===== src/rtl/pport_pkg.sv =====
package pport_pkg;
  typedef enum logic [1:0] {
    ST_IDLE    = 2'd0,
    ST_ACK     = 2'd1,
    ST_RELEASE = 2'd2
  } hsState_t;

  typedef struct packed {
    logic capAddr;   // address write: load register from bus
    logic capWrite;  // data write: issue write pulse
    logic capRead;   // read: capture bus output, enable driver
    logic readAddr;  // read source is the address register
    logic endCycle;  // strobe release seen, drop driver
  } dpCtl_t;
endpackage


===== src/rtl/pport_sync.sv =====
module pport_sync #(
  parameter int STAGES = 2
) (
  input  logic clk,
  input  logic rst,
  input  logic asyncIn,
  output logic syncOut
);
  logic [STAGES-1:0] chain;

  // Plain flop chain, nothing between stages, reset to inactive high.
  for (genvar i = 0; i < STAGES; i++) begin : g_stage
    if (i == 0) begin : g_first
      always_ff @(posedge clk) begin
        if (rst) chain[0] <= 1'b1;
        else     chain[0] <= asyncIn;
      end
    end else begin : g_next
      always_ff @(posedge clk) begin
        if (rst) chain[i] <= 1'b1;
        else     chain[i] <= chain[i-1];
      end
    end
  end

  assign syncOut = chain[STAGES-1];
endmodule


===== src/rtl/pport_ctrl.sv =====
module pport_ctrl
  import pport_pkg::*;
#(
  parameter int ACK_HOLD = 2
) (
  input  logic   clk,
  input  logic   rst,
  input  logic   addrSeenN,
  input  logic   dataSeenN,
  input  logic   hostWrite,
  output logic   ready,
  output logic   protoErr,
  output dpCtl_t ctl
);
  localparam int CNT_W = (ACK_HOLD > 1) ? $clog2(ACK_HOLD) : 1;
  localparam logic [CNT_W-1:0] CNT_LAST = CNT_W'(ACK_HOLD - 1);

  hsState_t       state;
  logic [CNT_W-1:0] holdCnt;
  logic           cycIsAddr;
  logic           startCyc;
  logic           startAddr;
  logic           releaseSeen;

  always_comb begin
    startAddr   = !addrSeenN;
    startCyc    = (state == ST_IDLE) && (!addrSeenN || !dataSeenN);
    releaseSeen = cycIsAddr ? addrSeenN : dataSeenN;
    ctl.capAddr  = startCyc && startAddr && hostWrite;
    ctl.capWrite = startCyc && !startAddr && hostWrite;
    ctl.capRead  = startCyc && !hostWrite;
    ctl.readAddr = startAddr;
    ctl.endCycle = (state == ST_RELEASE) && releaseSeen;
  end

  always_ff @(posedge clk) begin
    if (rst) begin
      state     <= ST_IDLE;
      holdCnt   <= '0;
      ready     <= 1'b0;
      protoErr  <= 1'b0;
      cycIsAddr <= 1'b0;
    end else begin
      unique case (state)
        ST_IDLE: begin
          if (startCyc) begin
            state     <= ST_ACK;
            ready     <= 1'b1;
            holdCnt   <= '0;
            cycIsAddr <= startAddr;
            if (!addrSeenN && !dataSeenN) protoErr <= 1'b1;
          end
        end
        ST_ACK: begin
          if (holdCnt == CNT_LAST) begin
            state <= ST_RELEASE;
            ready <= 1'b0;
          end else begin
            holdCnt <= holdCnt + 1'b1;
          end
        end
        ST_RELEASE: begin
          if (releaseSeen) state <= ST_IDLE;
        end
        default: state <= ST_IDLE;
      endcase
    end
  end
endmodule


===== src/rtl/pport_dpath.sv =====
module pport_dpath
  import pport_pkg::*;
#(
  parameter int DATA_W = 8
) (
  input  logic              clk,
  input  logic              rst,
  input  dpCtl_t            ctl,
  input  logic [DATA_W-1:0] busIn,
  input  logic [DATA_W-1:0] regRdData,
  output logic [DATA_W-1:0] addrReg,
  output logic              wrEn,
  output logic [DATA_W-1:0] wrData,
  output logic [DATA_W-1:0] busOut,
  output logic              busOe
);
  always_ff @(posedge clk) begin
    if (rst) begin
      addrReg <= '0;
      wrEn    <= 1'b0;
      wrData  <= '0;
      busOut  <= '0;
      busOe   <= 1'b0;
    end else begin
      wrEn <= ctl.capWrite;
      if (ctl.capAddr)  addrReg <= busIn;
      if (ctl.capWrite) wrData  <= busIn;
      if (ctl.capRead) begin
        busOut <= ctl.readAddr ? addrReg : regRdData;
        busOe  <= 1'b1;
      end else if (ctl.endCycle) begin
        busOe <= 1'b0;
      end
    end
  end
endmodule


===== src/rtl/pport_periph.sv =====
module pport_periph
  import pport_pkg::*;
#(
  parameter int DATA_W      = 8,
  parameter int SYNC_STAGES = 2,
  parameter int ACK_HOLD    = 2
) (
  input  logic              clk,
  input  logic              rst,
  input  logic              addrStrobeN,
  input  logic              dataStrobeN,
  input  logic              hostWrite,
  input  logic [DATA_W-1:0] busIn,
  output logic [DATA_W-1:0] busOut,
  output logic              busOe,
  output logic              ready,
  output logic [DATA_W-1:0] regAddr,
  output logic              regWrEn,
  output logic [DATA_W-1:0] regWrData,
  input  logic [DATA_W-1:0] regRdData,
  output logic              protoErr
);
  localparam int N_STROBES = 2;

  logic [N_STROBES-1:0] strobeRaw;
  logic [N_STROBES-1:0] strobeSeen;
  dpCtl_t               ctl;

  assign strobeRaw = {dataStrobeN, addrStrobeN};

  for (genvar s = 0; s < N_STROBES; s++) begin : g_sync
    pport_sync #(.STAGES(SYNC_STAGES)) u_sync (
      .clk     (clk),
      .rst     (rst),
      .asyncIn (strobeRaw[s]),
      .syncOut (strobeSeen[s])
    );
  end

  pport_ctrl #(.ACK_HOLD(ACK_HOLD)) u_ctrl (
    .clk       (clk),
    .rst       (rst),
    .addrSeenN (strobeSeen[0]),
    .dataSeenN (strobeSeen[1]),
    .hostWrite (hostWrite),
    .ready     (ready),
    .protoErr  (protoErr),
    .ctl       (ctl)
  );

  pport_dpath #(.DATA_W(DATA_W)) u_dpath (
    .clk       (clk),
    .rst       (rst),
    .ctl       (ctl),
    .busIn     (busIn),
    .regRdData (regRdData),
    .addrReg   (regAddr),
    .wrEn      (regWrEn),
    .wrData    (regWrData),
    .busOut    (busOut),
    .busOe     (busOe)
  );
endmodule


===== config.mk =====
export PLATFORM = sky130hd
export DESIGN_NAME = pport_periph
export DESIGN_NICKNAME = d
export VERILOG_FILES = /design/src/rtl/pport_pkg.sv /design/src/rtl/pport_sync.sv /design/src/rtl/pport_ctrl.sv /design/src/rtl/pport_dpath.sv /design/src/rtl/pport_periph.sv
export SDC_FILE = /design/constraint.sdc
export NUM_CORES = 1
export LEC_CHECK = 0
export ABC_AREA = 0
export ABC_CLOCK_PERIOD_IN_PS = 1400
export BUFFER_PORTS_ARGS = -buffer_cell sky130_fd_sc_hd__buf_4
export CAP_MARGIN = 30
export CELL_PAD_IN_SITES_DETAIL_PLACEMENT = 2
export CELL_PAD_IN_SITES_GLOBAL_PLACEMENT = 2
export CORE_ASPECT_RATIO = 0.9
export CORE_MARGIN = 2
export CORE_UTILIZATION = 26
export DETAILED_ROUTE_END_ITERATION = 7
export GPL_TIMING_DRIVEN = 0
export PLACE_DENSITY = 0.74
export REMOVE_ABC_BUFFERS = 1
export SLEW_MARGIN = 20
export SYNTH_ARGS = -nofsm -noshare
export SYNTH_HDL_FRONTEND = slang
export SYNTH_HIERARCHICAL = 1
export SYNTH_SLANG_ARGS = --single-unit

===== constraint.sdc =====
create_clock -name clk -period 1.4 [get_ports clk]
set_input_delay 0.28 -clock clk [delete_from_list [all_inputs] [get_ports clk]]
set_output_delay 0.28 -clock clk [all_outputs]
set_load 0.01 [all_outputs]

==> impl_metrics.env <==
export IMPL_outcome="complete, but fails checks"
export IMPL_violations="negative setup slack"
export IMPL_worst_ep_arrival_time_ns=1.64
export IMPL_grt_max_degree=37
export IMPL_yosysMostFrequentCell="dfxtp_1"
export IMPL_hold_path_depth=2
export IMPL_h_tree_depth=2
export IMPL_drc=0
export IMPL_ant_nets=0
export IMPL_synth_top_cell_area_share_pct=50.0
export IMPL_yosys_area_top_type="dfxtp_1"
export IMPL_cp_top_family="compound AO/OA/AOI/OAI gates"
export IMPL_antenna_found_initial=0
export IMPL_min_to="g_sync[1].u_sync/chain[0]"
export IMPL_synth_cell_types=25
export IMPL_worst_slew_margin_rel_pct=69.6
export IMPL_die_area_mm2=0.00616
export IMPL_synth_main_ff_cell="dfxtp_1"
export IMPL_ff2ff_path_depth=5
export IMPL_grt_pass1_vias=1368
export IMPL_cts_tree="yes"
export IMPL_timing_rr_end="u_dpath/busOut[1]"
export IMPL_syn_inst=138
export IMPL_dp_cells=244
export IMPL_synth_area_leaders="dfxtp_1, mux2i_1, nor2_1, a211oi_1, buf_6"
export IMPL_finalCriticalPeriod_ns=1.44
export IMPL_root_buffer="clkbuf_8"
export IMPL_grt_ovfl_total=0
export IMPL_routabilityCongestion=0.776
export IMPL_cp_cell_sequence="a21o_4 -> nor3_4 -> buf_6 -> nor2_1 -> a211oi_2"
export IMPL_n_antenna_cell=0
export IMPL_p_clk_share_pct=35.7
export IMPL_grt_pass1_wl_um=6970
export IMPL_firstDrtPassIters=4
export IMPL_initialDrtViolationCount=43
export IMPL_crit_type="reg -> reg"
export IMPL_power_share_sequential_pct=50.2
export IMPL_insertion_delay_ns=0.29
export IMPL_synth_top_family_by_area="multiplexers"
export IMPL_hpwlAfterDp_um=2960
export IMPL_synthMuxAreaShare_pct=17.4
export IMPL_final_area_mm2=0.00211
export IMPL_setup_ws_ns=-0.0395
export IMPL_leakagePower_nw=0.880
export IMPL_synthSimpleGateAreaFrac_pct=14.8
export IMPL_p_int_w=0.00161
export IMPL_wire_per_inst_um=17.3
export IMPL_vias=1207
export IMPL_holdWs_ns=0.176
export IMPL_synth_xor_area_share_pct=0
export IMPL_p_switching_w=0.000556
export IMPL_synth_fa_ha_area_share_pct=0
export IMPL_initial_core_util_pct=27.3
export IMPL_vias_per_cell=4.54
export IMPL_synth_warnings=6
export IMPL_finalSetupViolations=7
export IMPL_routed_wl_um=4610
export IMPL_die_w_um=82.5
export IMPL_dieHeight_um=74.6
export IMPL_area_growth_pct=46.4
export IMPL_max_stage_delay_ns=0.37
export IMPL_tightest_slew_ns=0.455
export IMPL_rsz0062_at_grt="yes"
export IMPL_yosys_top_cells_count="dfxtp_1, nor2_1, mux2i_1"
export IMPL_end_kind="flip-flop"
export IMPL_ios=49
export IMPL_fmax_ghz=0.695
export IMPL_fp_row_count=25
export IMPL_critical_path_buf_inv_count=1
export IMPL_p_sw_share_pct=25.7
export IMPL_cp_depth=5
export IMPL_finalCritPeriodShare_pct=103
export IMPL_drive_gt1_share_pct=44.2
export IMPL_peakVddDrop_uv=442
export IMPL_ys_seq_area_share_pct=50.0
export IMPL_clockBufferDepth=2
export IMPL_ys_seq_elements=36
export IMPL_clk_pin_slew_worst_paths_ns=0.08
export IMPL_port_buffers=48
export IMPL_p_comb_share_pct=14.1
export IMPL_worst_path_max_delay_cell="dfxtp_4"
export IMPL_syn_area_mm2=0.00144
export IMPL_rrSetupSlack_ns=-0.04
export IMPL_crit_required_ns=1.60
export IMPL_crit_fanout=6
export IMPL_syn_avg_cell_area_um2=10.4
export IMPL_synth_edff_count=0
export IMPL_async_flop_share_pct=0
export IMPL_cts_made_buffers=5
export IMPL_finalHoldViolations=0
export IMPL_track_usage_pct=15.4
export IMPL_power_density_mw_per_mm2=1030
export IMPL_placed_cell_area_mm2=0.00182
export IMPL_cp_start_kind="flip-flop"
export IMPL_post_route_util_pct=39.9
export IMPL_slew_violations=0
export IMPL_finalClockSkew_ns=0.00657
export IMPL_final_nets=219
export IMPL_synth_compound_area_share_pct=10.4
export IMPL_min_from="dataStrobeN"
export IMPL_r2r_start="g_sync[0].u_sync/syncOut"
export IMPL_hold_class="in -> reg"
export IMPL_fin_cells=266
export IMPL_cts_sinks=36
export IMPL_cap_violations=0
export IMPL_core_area_mm2=0.00529
[routing by layer]
metal	vias to the layer above	GRT usage, %	wire (um)
met5	-	0	0
met4	0	4.44	55
met3	5	4.32	151
met2	22	27.7	2480
met1	593	17.9	1930
li1	587	-	-
[worst max-delay path by stage]
stage                                   startpoint                 end  slack [ns]
after global placement             u_ctrl/state[0]   u_dpath/wrData[7]       -1.36
after global routing      g_sync[0].u_sync/syncOut   u_dpath/busOut[6]       -0.09
final                     g_sync[0].u_sync/syncOut   u_dpath/busOut[1]       -0.04
after detailed placement           u_ctrl/state[0]  u_dpath/addrReg[3]       -0.69
after floorplan                    u_ctrl/state[0]   u_dpath/wrData[0]       -0.71
after CTS                          u_ctrl/state[1]  u_dpath/addrReg[3]       -0.02
[registers in the layout, indices dropped and copies added (netlist names)]
| register | flops |
|---|---|
| u_dpath/wrEn | 1 |
| u_ctrl/cycIsAddr | 1 |
| u_dpath/wrData | 8 |
| u_dpath/addrReg | 8 |
| u_dpath/busOut | 8 |
| u_ctrl/protoErr | 1 |
| u_ctrl/state | 2 |
| u_ctrl/holdCnt | 1 |
| g_sync.u_sync/syncOut | 2 |
| u_ctrl/ready | 1 |
| u_dpath/busOe | 1 |
| g_sync.u_sync/chain | 2 |
[final cells by class]
| type | count | area, um^2 |
|---|---|---|
| clock buffers | 6 | 82.6 |
| clock inverters | 2 | 10.0 |
| fillers | 557 | 3180 |
| inverters | 5 | 18.8 |
| multi-input cells | 86 | 671 |
| flip-flops and latches | 36 | 736 |
| well taps | 67 | 83.8 |
| repair buffers | 64 | 508 |
[per-stage QoR]
| stage | total power [W] | setup WS [ns] | TNS (ns) |
|---|---|---|---|
| after global placement | 0.00135 | -1.36 | -26.05 |
| after global routing | 0.00226 | -0.0885 | -1.20 |
| after CTS | 0.00218 | -0.0181 | -0.0530 |
| after detailed placement | 0.00137 | -0.693 | -9.92 |
| final | 0.00217 | -0.0395 | -0.116 |
| after floorplan | 0.00122 | -0.708 | -12.82 |
[logic make-up after synthesis]
| logic type | Yosys count |
|---|---|
| AND/OR/NAND/NOR | 44 |
| flip-flops | 36 |
| multiplexers | 25 |
| AO/OA/AOI/OAI | 17 |
| buffers and inverters | 16 |
[placed cells by master, fill, tap and decap left out, drive strengths merged]
cell type and instances:
or2 4, nand2 3, nor2 26, inv 5, dfxtp 36, o31ai 1
a31o 1, o211a 1, clkbuf 6, mux2i 25, a211oi 8, clkinv 2
a21o 1, buf 64, a21oi 2, nor2b 2, nor3b 3, a22o 1
and3b 1, nand2b 1, nor4 2, nor3 1, or3 1, a2111oi 1
o21a 1
[repair_timing]
item	in CTS	in global routing
gates resized for setup	19	3
gates cloned	1	0
setup buffers	11	2
pin swaps	6	4
setup endpoints to repair	25	25
hold buffers	0	0
[power groups by stage]
stage	clock (W)	sequential [W]	combinational, W
floorplan	0	0.00113	0.0000954
global placement	0	0.00112	0.000227
detailed placement	0	0.00112	0.000242
CTS	0.000799	0.00109	0.000292
global route	0.000840	0.00109	0.000330
finish	0.000773	0.00109	0.000305
Power figures use the tool's default switching activity.
